--- src/rtl/phyinit_pkg.sv ---
package phyinit_pkg;

    // Bit positions the software interface depends on
    localparam int START_BIT = 31;
    localparam int SLOW_BIT  = 29;
    localparam int SDIO_BIT  = 28;

    // Number of programmable phases, in run order: enable, gap, reset, settle
    localparam int NUM_PH = 4;

    // Step index encodings; the tail step follows the programmable phases
    localparam logic [2:0] STEP_EN     = 3'd0;
    localparam logic [2:0] STEP_GAP    = 3'd1;
    localparam logic [2:0] STEP_RST    = 3'd2;
    localparam logic [2:0] STEP_SETTLE = 3'd3;
    localparam logic [2:0] STEP_TAIL   = 3'd4;

    // Register field slot used by each run-order phase (field slot f covers bits 4f+3:4f)
    function automatic int field_of_step(input int step);
        case (step)
            0:       return 2;
            1:       return 1;
            2:       return 0;
            default: return 3;
        endcase
    endfunction

endpackage

--- src/rtl/phyinit_regfile.sv ---
module phyinit_regfile
    import phyinit_pkg::*;
#(
    parameter int DATA_W  = 32,
    parameter int FIELD_W = 4
) (
    input  logic                      clk,
    input  logic                      rst_n,
    input  logic                      wr_en,
    input  logic [DATA_W-1:0]         wr_data,
    input  logic                      busy_i,
    output logic [DATA_W-1:0]         rd_data,
    output logic [NUM_PH*FIELD_W-1:0] fields_o,
    output logic                      start_o
);
    localparam int FLD_TOT = NUM_PH * FIELD_W;

    typedef struct packed {
        logic               slow;
        logic               sdio;
        logic [FLD_TOT-1:0] fld;
    } cfg_t;

    cfg_t cfg_d, cfg_q;
    logic unused_wr_bits;

    always_comb begin
        cfg_d = cfg_q;
        if (wr_en) begin
            cfg_d.slow = wr_data[SLOW_BIT];
            cfg_d.sdio = wr_data[SDIO_BIT];
            cfg_d.fld  = wr_data[FLD_TOT-1:0];
        end
    end

    always_ff @(posedge clk) begin
        if (!rst_n) cfg_q <= '0;
        else        cfg_q <= cfg_d;
    end

    always_comb begin
        rd_data                = '0;
        rd_data[START_BIT]     = busy_i;
        rd_data[SLOW_BIT]      = cfg_q.slow;
        rd_data[SDIO_BIT]      = cfg_q.sdio;
        rd_data[FLD_TOT-1:0]   = cfg_q.fld;
    end

    // A launch request is honoured only from idle
    assign start_o        = wr_en && wr_data[START_BIT] && !busy_i;
    assign fields_o       = cfg_d.fld;
    assign unused_wr_bits = ^{wr_data[DATA_W-1:FLD_TOT]};

endmodule

--- src/rtl/phyinit_step_pick.sv ---
module phyinit_step_pick
    import phyinit_pkg::*;
#(
    parameter int FIELD_W     = 4,
    parameter int TAIL_CYCLES = 8,
    parameter int CNT_W       = 4
) (
    input  logic [2:0]                from_i,
    input  logic [NUM_PH*FIELD_W-1:0] durs_i,
    output logic [2:0]                step_o,
    output logic [CNT_W-1:0]          len_o
);
    logic [NUM_PH-1:0] nz;
    logic [FIELD_W-1:0] sel;

    for (genvar g = 0; g < NUM_PH; g++) begin : g_nz
        assign nz[g] = |durs_i[g*FIELD_W +: FIELD_W];
    end

    // Lowest non-empty phase at or after from_i, else the fixed tail
    always_comb begin
        step_o = STEP_TAIL;
        for (int j = NUM_PH - 1; j >= 0; j--) begin
            if (nz[j] && (3'(j) >= from_i)) step_o = 3'(j);
        end
    end

    always_comb begin
        sel = '0;
        for (int j = 0; j < NUM_PH; j++) begin
            if (step_o == 3'(j)) sel = durs_i[j*FIELD_W +: FIELD_W];
        end
        if (step_o == STEP_TAIL) len_o = CNT_W'(TAIL_CYCLES);
        else                     len_o = CNT_W'(sel);
    end

endmodule

--- src/rtl/phyinit_engine.sv ---
module phyinit_engine
    import phyinit_pkg::*;
#(
    parameter int FIELD_W     = 4,
    parameter int TAIL_CYCLES = 8,
    parameter int CNT_W       = 4
) (
    input  logic                      clk,
    input  logic                      rst_n,
    input  logic                      start_i,
    input  logic [NUM_PH*FIELD_W-1:0] seq_durs_i,
    output logic                      busy_o,
    output logic                      sync_en_o,
    output logic                      sync_rst_o
);
    localparam int DUR_TOT = NUM_PH * FIELD_W;

    typedef struct packed {
        logic               active;
        logic [2:0]         step;
        logic [CNT_W-1:0]   cnt;
        logic [DUR_TOT-1:0] durs;
    } eng_t;

    eng_t st_d, st_q;

    logic [2:0]       first_step, next_step;
    logic [CNT_W-1:0] first_len,  next_len;

    // First phase chosen from the freshly captured lengths
    phyinit_step_pick #(
        .FIELD_W(FIELD_W), .TAIL_CYCLES(TAIL_CYCLES), .CNT_W(CNT_W)
    ) u_pick_first (
        .from_i (3'd0),
        .durs_i (seq_durs_i),
        .step_o (first_step),
        .len_o  (first_len)
    );

    // Following phase chosen from the held lengths
    phyinit_step_pick #(
        .FIELD_W(FIELD_W), .TAIL_CYCLES(TAIL_CYCLES), .CNT_W(CNT_W)
    ) u_pick_next (
        .from_i (st_q.step + 3'd1),
        .durs_i (st_q.durs),
        .step_o (next_step),
        .len_o  (next_len)
    );

    always_comb begin
        st_d = st_q;
        if (!st_q.active) begin
            if (start_i) begin
                st_d.active = 1'b1;
                st_d.durs   = seq_durs_i;
                st_d.step   = first_step;
                st_d.cnt    = first_len - CNT_W'(1);
            end
        end else if (st_q.cnt == '0) begin
            if (st_q.step == STEP_TAIL) begin
                st_d.active = 1'b0;
                st_d.step   = '0;
            end else begin
                st_d.step = next_step;
                st_d.cnt  = next_len - CNT_W'(1);
            end
        end else begin
            st_d.cnt = st_q.cnt - CNT_W'(1);
        end
    end

    always_ff @(posedge clk) begin
        if (!rst_n) st_q <= '0;
        else        st_q <= st_d;
    end

    assign busy_o     = st_q.active;
    assign sync_en_o  = st_q.active && (st_q.step == STEP_EN);
    assign sync_rst_o = st_q.active && (st_q.step == STEP_RST);

endmodule

--- src/rtl/phyinit_seq.sv ---
module phyinit_seq
    import phyinit_pkg::*;
#(
    parameter int DATA_W      = 32,
    parameter int FIELD_W     = 4,
    parameter int TAIL_CYCLES = 8
) (
    input  logic              clk,
    input  logic              rst_n,
    input  logic              wr_en,
    input  logic [DATA_W-1:0] wr_data,
    output logic [DATA_W-1:0] rd_data,
    output logic              sync_en_o,
    output logic              sync_rst_o,
    output logic              busy_o
);
    localparam int TAIL_W = $clog2(TAIL_CYCLES + 1);
    localparam int CNT_W  = (FIELD_W > TAIL_W) ? FIELD_W : TAIL_W;
    localparam int DUR_TOT = NUM_PH * FIELD_W;

    logic [DUR_TOT-1:0] fields;
    logic [DUR_TOT-1:0] seq_durs;
    logic               start;

    phyinit_regfile #(.DATA_W(DATA_W), .FIELD_W(FIELD_W)) u_regs (
        .clk      (clk),
        .rst_n    (rst_n),
        .wr_en    (wr_en),
        .wr_data  (wr_data),
        .busy_i   (busy_o),
        .rd_data  (rd_data),
        .fields_o (fields),
        .start_o  (start)
    );

    // Reorder register slots into run order
    for (genvar g = 0; g < NUM_PH; g++) begin : g_order
        assign seq_durs[g*FIELD_W +: FIELD_W] =
            fields[field_of_step(g)*FIELD_W +: FIELD_W];
    end

    phyinit_engine #(
        .FIELD_W(FIELD_W), .TAIL_CYCLES(TAIL_CYCLES), .CNT_W(CNT_W)
    ) u_eng (
        .clk        (clk),
        .rst_n      (rst_n),
        .start_i    (start),
        .seq_durs_i (seq_durs),
        .busy_o     (busy_o),
        .sync_en_o  (sync_en_o),
        .sync_rst_o (sync_rst_o)
    );

endmodule

--- config.mk ---
export PLATFORM = sky130hd
export DESIGN_NAME = phyinit_seq
export DESIGN_NICKNAME = d
export VERILOG_FILES = /design/src/rtl/phyinit_pkg.sv /design/src/rtl/phyinit_regfile.sv /design/src/rtl/phyinit_step_pick.sv /design/src/rtl/phyinit_engine.sv /design/src/rtl/phyinit_seq.sv
export SDC_FILE = /design/constraint.sdc
export NUM_CORES = 1
export LEC_CHECK = 0
export BUFFER_PORTS_ARGS = -buffer_cell sky130_fd_sc_hd__buf_2
export CELL_PAD_IN_SITES_DETAIL_PLACEMENT = 0
export CELL_PAD_IN_SITES_GLOBAL_PLACEMENT = 1
export CORE_MARGIN = 5
export CORE_UTILIZATION = 40
export CTS_BUF_LIST = sky130_fd_sc_hd__clkbuf_8
export CTS_CLUSTER_SIZE = 14
export DETAILED_ROUTE_END_ITERATION = 10
export MAX_ROUTING_LAYER = met4
export PLACE_DENSITY_LB_ADDON = 0.1
export REMOVE_ABC_BUFFERS = 1
export SYNTH_ARGS = -nofsm -noshare
export SYNTH_HDL_FRONTEND = slang
export SYNTH_HIERARCHICAL = 1
export SYNTH_SLANG_ARGS = --single-unit
--- constraint.sdc ---
create_clock -name clk -period 3.36 [get_ports clk]
set_input_delay 1.008 -clock clk [delete_from_list [all_inputs] [get_ports clk]]
set_output_delay 1.008 -clock clk [all_outputs]
set_load 0.01 [all_outputs]
Word level (Yosys, flattened, before mapping)
Index checks and enable logic that the tools add are counted.
- equality and inequality tests: 12
- add/sub/neg operators: 4
- multiplexer cells: 26
- magnitude comparators: 4
- reduce and logical (&&, ||, !) cells: 25
- bitwise logic cells: 1
- operators by type and width (kind ; count):
    $mux 4 ; 13
    $reduce_or 4->1 ; 8
    $mux 3 ; 9
    $mux 24 ; 1
    $mux 16 ; 1
    $eq 3x2->1 const B ; 5
    $sub 4x1->4 const B ; 3
    $eq 3x3->1 const B ; 3
    $logic_not 3->1 ; 3
    $logic_and 1x1->1 ; 8
    $mux 8 ; 1
    $eq 3x1->1 const B ; 2
    $ge 1x3->1 const A ; 2
    $ge 2x3->1 const A ; 2
    $reduce_and 2->1 ; 3
    $logic_not 4->1 ; 1
    $add 3x1->3 const B ; 1
    $ne 3x3->1 const B ; 1
    $ne 2x2->1 const B ; 1
    $reduce_bool 2->1 ; 1
    $logic_not 1->1 ; 1
    $mux 1 ; 1
    $not 1->1 ; 1
- logic and storage cells: 79
- bits in registers: 42
- output and inout bits: 35

Logic depth before layout (Yosys ltp)
Gate-level depths: netlist of the first run.
- depth after elaboration: 17
- gate-level depth with buffers: 12
- depth with buffers taken out: 12

Modules after synthesis
Netlist of the first run, hierarchy kept.
- modules (own cells, without submodules) (module ; sequential area each (µm²) ; times used ; area an instance (µm²) ; cells each):
    phyinit_engine ; 480.5 ; 1 ; 1196.1 ; 139
    phyinit_regfile ; 360.3 ; 1 ; 855.8 ; 74
    phyinit_step_pick ; 0.0 ; 2 ; 267.8 ; 38

Worst setup path before layout of the first run
Ideal clock, no wire load.
- path kind: input to register
- from: input port wr_en
- to: register u_eng/st_q[18] (netlist bit)
- slack: 0.176 ns
- stages on the path: 10
- required time: 3.241 ns
- data arrival time: 3.066 ns
- path buffers: 1
- cell sequence: buf_6 -> mux2_2 -> o41ai_4 -> mux2i_1 -> o2bb2ai_1 -> inv_1 -> ha_1 -> xnor2_1 -> o21ai_2 -> o221a_1
- elaborated cells on any way between the ends: 26
- those cells by class: add/sub: 1; eq/ne: 4; mux: 12; reduce/logical: 9
- RTL lines (element ; line ; source):
    from (decl) ; phyinit_seq.sv:10 ; input logic wr_en,
    $mux 16 (*) ; phyinit_regfile.sv:29 ; if (wr_en) begin
    named net fields[0] ; phyinit_seq.sv:21 ; logic [DUR_TOT-1:0] fields;
    $reduce_or 4->1 ; phyinit_step_pick.sv:17 ; assign nz[g] = |durs_i[g*FIELD_W +: FIELD_W];
    $mux 3 (3 in series) ; phyinit_step_pick.sv:24 ; if (nz[j] && (3'(j) >= from_i)) step_o = 3'(j);
    $logic_not 3->1 ; phyinit_step_pick.sv:31 ; if (step_o == 3'(j)) sel = durs_i[j*FIELD_W +: FIELD_W];
    $mux 4 (4 in series) ; phyinit_step_pick.sv:31 ;
    $mux 4 (*) ; phyinit_step_pick.sv:33 ; if (step_o == STEP_TAIL) len_o = CNT_W'(TAIL_CYCLES);
    named net u_eng.first_len[0] ; phyinit_engine.sv:28 ; logic [CNT_W-1:0] first_len, next_len;
    $sub 4x1->4 (*) ; phyinit_engine.sv:57 ; st_d.cnt = first_len - CNT_W'(1);
    $mux 24 (*) ; phyinit_engine.sv:53 ; if (start_i) begin
    $mux 8 (*) ; phyinit_engine.sv:52 ; if (!st_q.active) begin
    to (signal assigned) ; phyinit_engine.sv:74 ; else st_q <= st_d;
    to (decl) ; phyinit_engine.sv:25 ; eng_t st_d, st_q;
Mark *: on every way through the listed nets, which the timed path passes. The rest lies on a longest branch. The select of a mux whose other input is x is not followed.
A chain may end at the register's enable or synchronous reset.

Final worst setup path of the first run
- from: input port wr_en
- to: register u_eng/st_q[18] (netlist bit)
- elaborated cells on any way between the ends: 26
- those cells by class: add/sub: 1; eq/ne: 4; mux: 12; reduce/logical: 9
- RTL lines (element ; line):
    $mux 16 (*) ; phyinit_regfile.sv:29
    named net fields[2] ; phyinit_seq.sv:21
    $reduce_or 4->1 (*) ; phyinit_step_pick.sv:17
    $mux 3 (*) (3 in series) ; phyinit_step_pick.sv:24
    $logic_not 3->1 ; phyinit_step_pick.sv:31
    $mux 4 (4 in series) ; phyinit_step_pick.sv:31
    $mux 4 (*) ; phyinit_step_pick.sv:33
    named net u_eng.first_len[0] ; phyinit_engine.sv:28
    $sub 4x1->4 (*) ; phyinit_engine.sv:57
    $mux 24 (*) ; phyinit_engine.sv:53
    $mux 8 (*) ; phyinit_engine.sv:52
Marked as above.

==> reports/qor.csv, run 1 <==
metric,value,unit
Final Hold Fails,0,
Post-Place Setup Slack,-0.0637,ns
"Warnings, synthesis",6,
CP Data Arrival Time,3.31,ns
post-CTS sizing,0,
routed wire length,5.99,mm
total number of vias,2131,
die width,90.4,µm
CTS Root Cell,clkbuf_8,
postcts setup bufs,0,
critical path data required time,3.55,ns
CP Capture Type,flop,
Inserted Clock Buffers,5,
CTS sink cnt,42,
Worst-path clk slew,0.08,ns
Worst-Skew Late Latency,0.30,ns
register area share after synthesis,0.325,
Multi-input gate area,1630,µm²
via-per-instance ratio,4.84,
Synth area leaders,"dfxtp_1, nand2_1, a21boi_0, buf_4, mux2_4",
CP Class,in -> reg,
Die ar.,8180,µm²
gpl congestion,0.803,
flop and latch count out of synthesis,42,
commonest cells in the netlist,"dfxtp_1, nand2_1, a21boi_0, and2_1, buf_4",
clk_skew,0.00332,ns
number of I/O pins,70,
largest net degree at the start of global routing,43,
WL met1,3.11,mm
top routing layer in use,met4,
First-pass DRT Iterations,4,
number of global-route vias before repair,2111,
layout cell share with drive strength beyond 1,0.275,
"area leader, netlist",dfxtp_1,
"Async S/R FF share, synth",0,
CP Launch Type,primary input,
Total Neg Setup Slack,0,ns
Layout Cells excl Fill,440,
DR WL/cell,13.6,µm
fillcell total,645,
CTS tree,done,
Slew headroom,0.596,
most frequent cell after synthesis,dfxtp_1,
Mapped Cells,289,
Worst path max stage delay,0.37,ns
crit path cell chain,"buf_2, buf_4, mux2_2, o41ai_4, mux2i_1, o2bb2ai_1, inv_1, ha_1, xnor2_1, o21ai_2, o221a_1",
status,finished clean,
Max Cap Viol,0,
post-synth top area share,0.325,
I/O Buffers,43,
worst hold slack,0.487,ns
DP HPWL,4.50,mm
CP top delay family,compound AO/OA/AOI/OAI gates,
placed cell count,432,
number of flops mapped to enable cells by yosys,0,
leakage power total,0.00137,µW
first-pass GRT wire length,10.1,mm
Tcrit/Tclk final,0.927,
final setup vio count,0,
antenna violations before repair,0,
worst-margin pin slew,0.606,ns
critical-path maximum fanout,9,
number of distinct library cells after synthesis,51,
die span in y,90.4,µm
metal3 WL,223,µm
initial detailed-routing violation count,67,
Buf/Inv on CP,3,
Worst path slowest cell,mux2_2,
total core area,6310,µm²
post-synthesis cell area,2590,µm²
"Hold-fix buffers, CTS",0,
"Top FF cell, synth",dfxtp_1,
maximum VDD drop,0.191,mV
Final nets,402,
Pins Over Slew Limit,0,
clk buf depth,2,
DR WL met2,2.56,mm
grt ovf,0,
unrepaired setup endpoints after global routing,no,
gr usage total,0.154,
min Tclk post-route,3.11,ns
ANT nets after route,0,
Worst Hold Class,reg -> reg,
Initial Utilization,0.410,
final setup margin,0.246,ns
area delta synth->final,19.5,%
cell row count,29,
H-tree level count,2,
# diodes,0,
Syn Area/Cell,8.95,µm²
Reg area,841,µm²
PwrDens,422,nW/µm²
f_max,321,MHz
Pwr Total,1310,µW
drt drc,0,
where the power goes:
group          switching, µW  leakage (µW)  internal [µW]
registers               31.6      0.000344            527
logic                    182      0.000970            165
clock network            183     0.0000607            217
sequential cells by signal (all words and copies together), names as in the netlist:
name	count
u_eng/busy_o	1
u_eng/st_q	23
u_regs/rd_data	18
final timing paths:
check / from / end / cells past startpoint / slack (ns)
max: wr_en / u_eng/st_q[18]$_SDFFE_PN0P_ / 11 / 0.25
min: u_eng/st_q[6]$_SDFFE_PN0P_ / u_eng/st_q[6]$_SDFFE_PN0P_ / 2 / 0.49
max reg2reg: u_eng/st_q[20]$_SDFFE_PN0P_ / u_eng/st_q[18]$_SDFFE_PN0P_ / 12 / 0.58
min reg2reg: u_eng/st_q[6]$_SDFFE_PN0P_ / u_eng/st_q[6]$_SDFFE_PN0P_ / 2 / 0.49
cells by family after synthesis:
kind of cell | Yosys count | share of synthesized area
compound gates | 69 | 0.219
xor+xnor | 4 | 0.0135
fa+ha+maj | 5 | 0.0242
buf+inv | 38 | 0.0866
flops | 42 | 0.325
mux | 24 | 0.111
other cells | 2 | 0.00290
simple gates | 105 | 0.219
layer usage:
metal / GRT usage / up-vias
met5: - / -
met4: 0.0596 / 0
met3: 0.0275 / 9
met2: 0.227 / 50
met1: 0.209 / 955
li1: - / 1117
placed cells by master, fill, tap and decap left out, types with 4 or more instances in the layout:
cell type   n
mux2_2      9
clkbuf_8    5
o22ai_1     4
mux2i_1     8
nor3_1     10
a21boi_0   16
buf_4      22
mux2_4      7
o21a_1      5
nand2_1    40
conb_1     30
nor2_1     10
a22oi_1     4
dfxtp_1    42
o21ai_0     5
o2bb2ai_1   4
inv_1      13
ha_1        5
a21oi_1     7
buf_2      43
nor2b_1    13
and2_1     15
cell type report:
type                       count  share of cell area
clock buffer                   5              0.0222
clock inverter                 3              0.0121
inverter                      11              0.0133
multi-input combinational    237               0.526
sequential                    42               0.272
tap                           77              0.0311
timing repair buffer          65               0.123
worst min-delay path, cell delays in order, from the launching register on:
cell and delay (ns):
dfxtp_1 0.33, nand2_1 0.05, a21boi_0 0.06
per-stage QoR:
step	cell area (µm²)	util
after CTS	3090	0.490
after global placement	2990	0.473
final	3090	0.490
after global routing	3090	0.490
after floorplan	2510	-
after detailed placement	2990	0.473
No activity file was read; power rests on OpenSTA's default activity.
==> run 2: changes to the inputs <==
--- a/config.mk
+++ b/config.mk
@@ -9,13 +9,14 @@
 export CELL_PAD_IN_SITES_DETAIL_PLACEMENT = 0
 export CELL_PAD_IN_SITES_GLOBAL_PLACEMENT = 1
 export CORE_MARGIN = 5
-export CORE_UTILIZATION = 40
+export CORE_UTILIZATION = 36
 export CTS_BUF_LIST = sky130_fd_sc_hd__clkbuf_8
 export CTS_CLUSTER_SIZE = 14
 export DETAILED_ROUTE_END_ITERATION = 10
 export MAX_ROUTING_LAYER = met4
 export PLACE_DENSITY_LB_ADDON = 0.1
 export REMOVE_ABC_BUFFERS = 1
+export SLEW_MARGIN = 20
 export SYNTH_ARGS = -nofsm -noshare
 export SYNTH_HDL_FRONTEND = slang
 export SYNTH_HIERARCHICAL = 1
==> constraint.sdc (replaced) <==
create_clock -name clk -period 2.5 [get_ports clk]
set_input_delay 0.75 -clock clk [delete_from_list [all_inputs] [get_ports clk]]
set_output_delay 0.75 -clock clk [all_outputs]
set_load 0.01 [all_outputs]
==> run 2 against run 1 <==
Effect of this change:
- the flow now finishes with violations (negative setup slack)
- sequential share of layout area fell by 3.2 points
- clock-buffer cell count up 1
- register-to-register slack worse by 0.54 ns
- clock skew increased by 0.0033 ns
- clock power increased by 15%
==> reports/qor.csv, run 2 (same netlist as run 1, synthesis figures left out) <==
metric,value,unit
status,"complete, but fails checks",
failing checks,negative setup slack,
critical-path maximum fanout,5,
gr usage total,0.162,
ANT nets after route,0,
most frequent cells in the layout,"buf_2, dfxtp_1, nand2_1",
number of I/O pins,70,
CP Capture Type,flop,
CTS Root Cell,clkbuf_8,
f_max,393,MHz
First-pass DRT Iterations,4,
die width,94.8,µm
final setup margin,-0.0464,ns
layout cell share with drive strength beyond 1,0.379,
"commonest non-fill, non-tap cell in the layout",buf_2,
total number of vias,2240,
Inserted Clock Buffers,5,
DP HPWL,4.88,mm
Worst-path clk slew,0.08,ns
maximum VDD drop,0.272,mV
drt drc,0,
Worst Hold Class,reg -> reg,
RR Startpoint,u_eng/st_q[20]$_SDFFE_PN0P_,
Largest register FFs,23,
number of global-route vias before repair,2238,
Final Hold Fails,0,
Post-Place Setup Slack,-0.598,ns
initial detailed-routing violation count,73,
I/O Buffers,43,
clk buf depth,2,
Die ar.,8980,µm²
Layout Cells excl Fill,482,
# diodes,0,
Initial Utilization,0.363,
Pins Over Slew Limit,0,
via-per-instance ratio,4.65,
largest net degree at the start of global routing,31,
hold_sp,u_eng/st_q[6]$_SDFFE_PN0P_,
Final nets,422,
placed cell count,468,
Tcrit/Tclk final,1.02,
CP Launch Type,primary input,
CTS tree,done,
DR WL/cell,13.7,µm
min Tclk post-route,2.55,ns
worst-margin pin slew,0.509,ns
Reg with most FFs,u_eng/st_q,
H-tree level count,2,
CP Data Arrival Time,2.73,ns
area delta synth->final,35.7,%
antenna violations before repair,0,
Pwr Total,1810,µW
clk_skew,0.00658,ns
PwrDens,514,nW/µm²
leakage power total,0.00152,µW
total core area,7140,µm²
gpl congestion,0.824,
final setup vio count,2,
fillcell total,744,
CTS sink cnt,42,
CP Class,in -> reg,
first-pass GRT wire length,11.0,mm
cell row count,31,
routed wire length,6.60,mm
unrepaired setup endpoints after global routing,yes,
critical path data required time,2.69,ns
Worst-Skew Late Latency,0.29,ns
Slew headroom,0.660,
Max Cap Viol,0,
die span in y,94.8,µm
grt ovf,0,
Worst Setup SP,wr_en,
-- run 2: changes by cell type in the layout (fill, tap and decap cells not counted), sizes merged --
cell    before  now
buf         65   85
inv         13   12
bufinv       1    0
clkbuf       5    6
clkinv       0    1
-- run 2: final cells by class --
cell class	instances	area [µm²]	share of cell area
Timing Repair Buffer	85	589	0.168
Inverter	11	41.3	0.0118
Multi-Input combinational cell	237	1820	0.519
Clock inverter	2	8.76	0.00249
Clock buffer	6	82.6	0.0235
Tap cell	99	124	0.0353
Sequential cell	42	842	0.240
-- run 2: worst max-delay path: stages --
cell and delay, ns:
buf_12 0.11, mux2_4 0.31, o41ai_4 0.39, buf_4 0.20, mux2i_4 0.25, o22ai_4 0.11, inv_2 0.09, ha_4 0.13
xnor2_2 0.11, o21ai_2 0.07, o221a_1 0.20
-- run 2: path summary, 6_finish.rpt --
kind	end	slack, ns	depth (start not counted)
worst min-delay path	u_eng/st_q[6]$_SDFFE_PN0P_	0.49	2
worst max register to register	u_eng/st_q[18]$_SDFFE_PN0P_	0.04	12
worst min register to register	u_eng/st_q[6]$_SDFFE_PN0P_	0.49	2
worst max-delay path	u_eng/st_q[18]$_SDFFE_PN0P_	-0.05	11
-- run 2: where the power goes --
group	switching [µW]	leakage, µW	internal [µW]
Clock	240	0.0000524	219
Combinational	292	0.00113	302
Sequential	43.1	0.000345	709
Total	575	0.00152	1230
-- run 2: repair_timing --
action / in CTS / in global routing
resized for setup: 26 / 17
pin swaps: 15 / 12
setup buffers: 4 / 1
hold buffers: 0 / 0
gates cloned: 1 / 0
endpoints found under the setup margin: 3 / 3
-- run 2: per-stage QoR --
step	utilization	instance area [µm²]	TNS (ns)	hold WS (ns)
5_1_grt	0.492	3510	-0.246	0.507
3_5_place_dp	0.439	3130	-2.14	0.478
3_3_place_gp	0.439	3130	-2.09	0.474
6_report	0.492	3510	-0.0883	0.486
2_1_floorplan	-	2510	-0.546	0.452
4_1_cts	0.479	3420	-0.0613	0.489
-- run 2: routing by layer --
layer  wire length, µm  track usage  up-vias
met5                 0            -        -
met4                91       0.0445        0
met3               241       0.0287        7
met2              2910        0.248       49
met1              3360        0.219     1026
li1                  -            -     1158
==> run 3: changes to the inputs <==
--- a/config.mk
+++ b/config.mk
@@ -21,3 +21,4 @@
 export SYNTH_HDL_FRONTEND = slang
 export SYNTH_HIERARCHICAL = 1
 export SYNTH_SLANG_ARGS = --single-unit
+export TNS_END_PERCENT = 50
==> run 3 against run 2 <==
Effect of this change:
- the flow still finishes with violations (negative setup slack)
- final cell count decreased by 0.41%
- global-route usage decreased by 0.24 points
- clock-buffer cell count unchanged
- maximum frequency increased by 1.1%
- critical path depth decreased by 1
- sequential share of layout area increased by 0.37 points
- sequential cell count unchanged
- combinational power decreased by 3.9%
- critical endpoint is now u_eng/st_q[19]$_SDFFE_PN0P_
- highest routed layer unchanged
==> reports/qor.csv, run 3 (same netlist as run 1, synthesis figures left out) <==
metric,value,unit
gr usage total,0.160,
clk_skew,0.00583,ns
unrepaired setup endpoints after global routing,yes,
Inserted Clock Buffers,5,
RR Startpoint,u_eng/st_q[20]$_SDFFE_PN0P_,
ANT nets after route,0,
via-per-instance ratio,4.65,
clk buf depth,2,
DR WL/cell,13.6,µm
initial detailed-routing violation count,77,
Slew headroom,0.593,
f_max,397,MHz
DP HPWL,4.88,mm
PwrDens,516,nW/µm²
Pins Over Slew Limit,0,
Reg with most FFs,u_eng/st_q,
Layout Cells excl Fill,480,
Worst-path clk slew,0.08,ns
area delta synth->final,33.7,%
Final nets,420,
drt drc,0,
CTS Root Cell,clkbuf_8,
Largest register FFs,23,
final setup margin,-0.0199,ns
gpl congestion,0.824,
critical-path maximum fanout,5,
leakage power total,0.00152,µW
maximum VDD drop,0.272,mV
hold_sp,u_eng/st_q[6]$_SDFFE_PN0P_,
Max Cap Viol,0,
largest net degree at the start of global routing,31,
"commonest non-fill, non-tap cell in the layout",buf_2,
die span in y,94.8,µm
status,"complete, but fails checks",
WHS Path Cells,2,
Initial Utilization,0.363,
Die ar.,8980,µm²
Tcrit/Tclk final,1.01,
Worst Hold Class,reg -> reg,
Worst-Skew Late Latency,0.29,ns
I/O Buffers,43,
layout cell share with drive strength beyond 1,0.367,
grt ovf,0,
total number of vias,2234,
most frequent cells in the layout,"buf_2, dfxtp_1, nand2_1",
placed cell count,468,
CP Data Arrival Time,2.74,ns
worst-margin pin slew,0.605,ns
number of I/O pins,70,
cell row count,31,
CTS tree,done,
CP Launch Type,primary input,
R2R depth,12,
Reg-to-Reg End,u_eng/st_q[18]$_SDFFE_PN0P_,
"Core Util, Final",0.485,
Total Neg Setup Slack,-0.0199,ns
# diodes,0,
Final Hold Fails,0,
CP Capture Type,flop,
Post-Place Setup Slack,-0.598,ns
min Tclk post-route,2.52,ns
routed wire length,6.54,mm
first-pass GRT wire length,10.9,mm
total core area,7140,µm²
Pwr Total,1780,µW
Worst R2R Setup Slack,0.06,ns
CP Class,in -> reg,
CTS sink cnt,42,
final setup vio count,1,
Hold Path End,u_eng/st_q[6]$_SDFFE_PN0P_,
antenna violations before repair,0,
H-tree level count,2,
critical path data required time,2.72,ns
die width,94.8,µm
failing checks,negative setup slack,
fillcell total,757,
First-pass DRT Iterations,4,
number of global-route vias before repair,2208,
[run 3: area by class of cell]
class	count	area, µm²	share of cell area
Inverter	11	41.3	0.0119
Timing Repair Buffer	83	567	0.164
Multi-Input combinational cell	237	1790	0.518
Clock inverter	2	8.76	0.00253
Sequential cell	42	842	0.243
Tap cell	99	124	0.0358
Clock buffer	6	82.6	0.0239
[run 3: where the power goes]
group          leakage, µW  internal (µW)  switching [µW]
sequential        0.000345            709            43.4
clock            0.0000524            219             241
combinational      0.00112            290             283
[run 3: how the worst max path moves through the flow]
stage          slack [ns]  cells past startpoint  startpoint                          end
3_5_place_dp        -0.60                     11       wr_en  u_eng/st_q[19]$_SDFFE_PN0P_
3_3_place_gp        -0.58                     12       wr_en  u_eng/st_q[18]$_SDFFE_PN0P_
6_report            -0.02                     10       wr_en  u_eng/st_q[19]$_SDFFE_PN0P_
4_1_cts              -0.1                     11       wr_en  u_eng/st_q[19]$_SDFFE_PN0P_
2_1_floorplan       -0.29                      9       wr_en  u_eng/st_q[18]$_SDFFE_PN0P_
5_1_grt             -0.11                     10       wr_en  u_eng/st_q[19]$_SDFFE_PN0P_
[run 3: layer usage]
| metal | vias to the layer above | global-route usage | part of all wire |
|---|---|---|---|
| met5 | - | - | 0 |
| met4 | 0 | 0.0445 | 0.014 |
| met3 | 7 | 0.0287 | 0.038 |
| met2 | 54 | 0.245 | 0.44 |
| met1 | 1017 | 0.215 | 0.51 |
| li1 | 1156 | - | - |
[run 3: what timing repair did]
| action | CTS | global route |
|---|---|---|
| pin swaps | 8 | 12 |
| setup buffers | 2 | 1 |
| hold buffers | 0 | 0 |
| resized for setup | 16 | 20 |
| endpoints found under the hold margin | 0 | 0 |
| endpoints found under the setup margin | 3 | 3 |
| cloned | 1 | 0 |
[run 3: metrics by stage]
step,instance area [µm²],hold slack (ns)
final,3460,0.486
after global routing,3460,0.507
after CTS,3350,0.489
after detailed placement,3130,0.478
after global placement,3130,0.474
after floorplan,2510,0.452
[run 3: worst max-delay path, stage by stage]
cell	delay [ns]
buf_12	0.11
mux2_4	0.31
o41ai_4	0.45
buf_4	0.20
mux2i_2	0.21
o22ai_2	0.13
nor3_2	0.15
xor2_1	0.17
nand2_1	0.09
a31oi_1	0.16
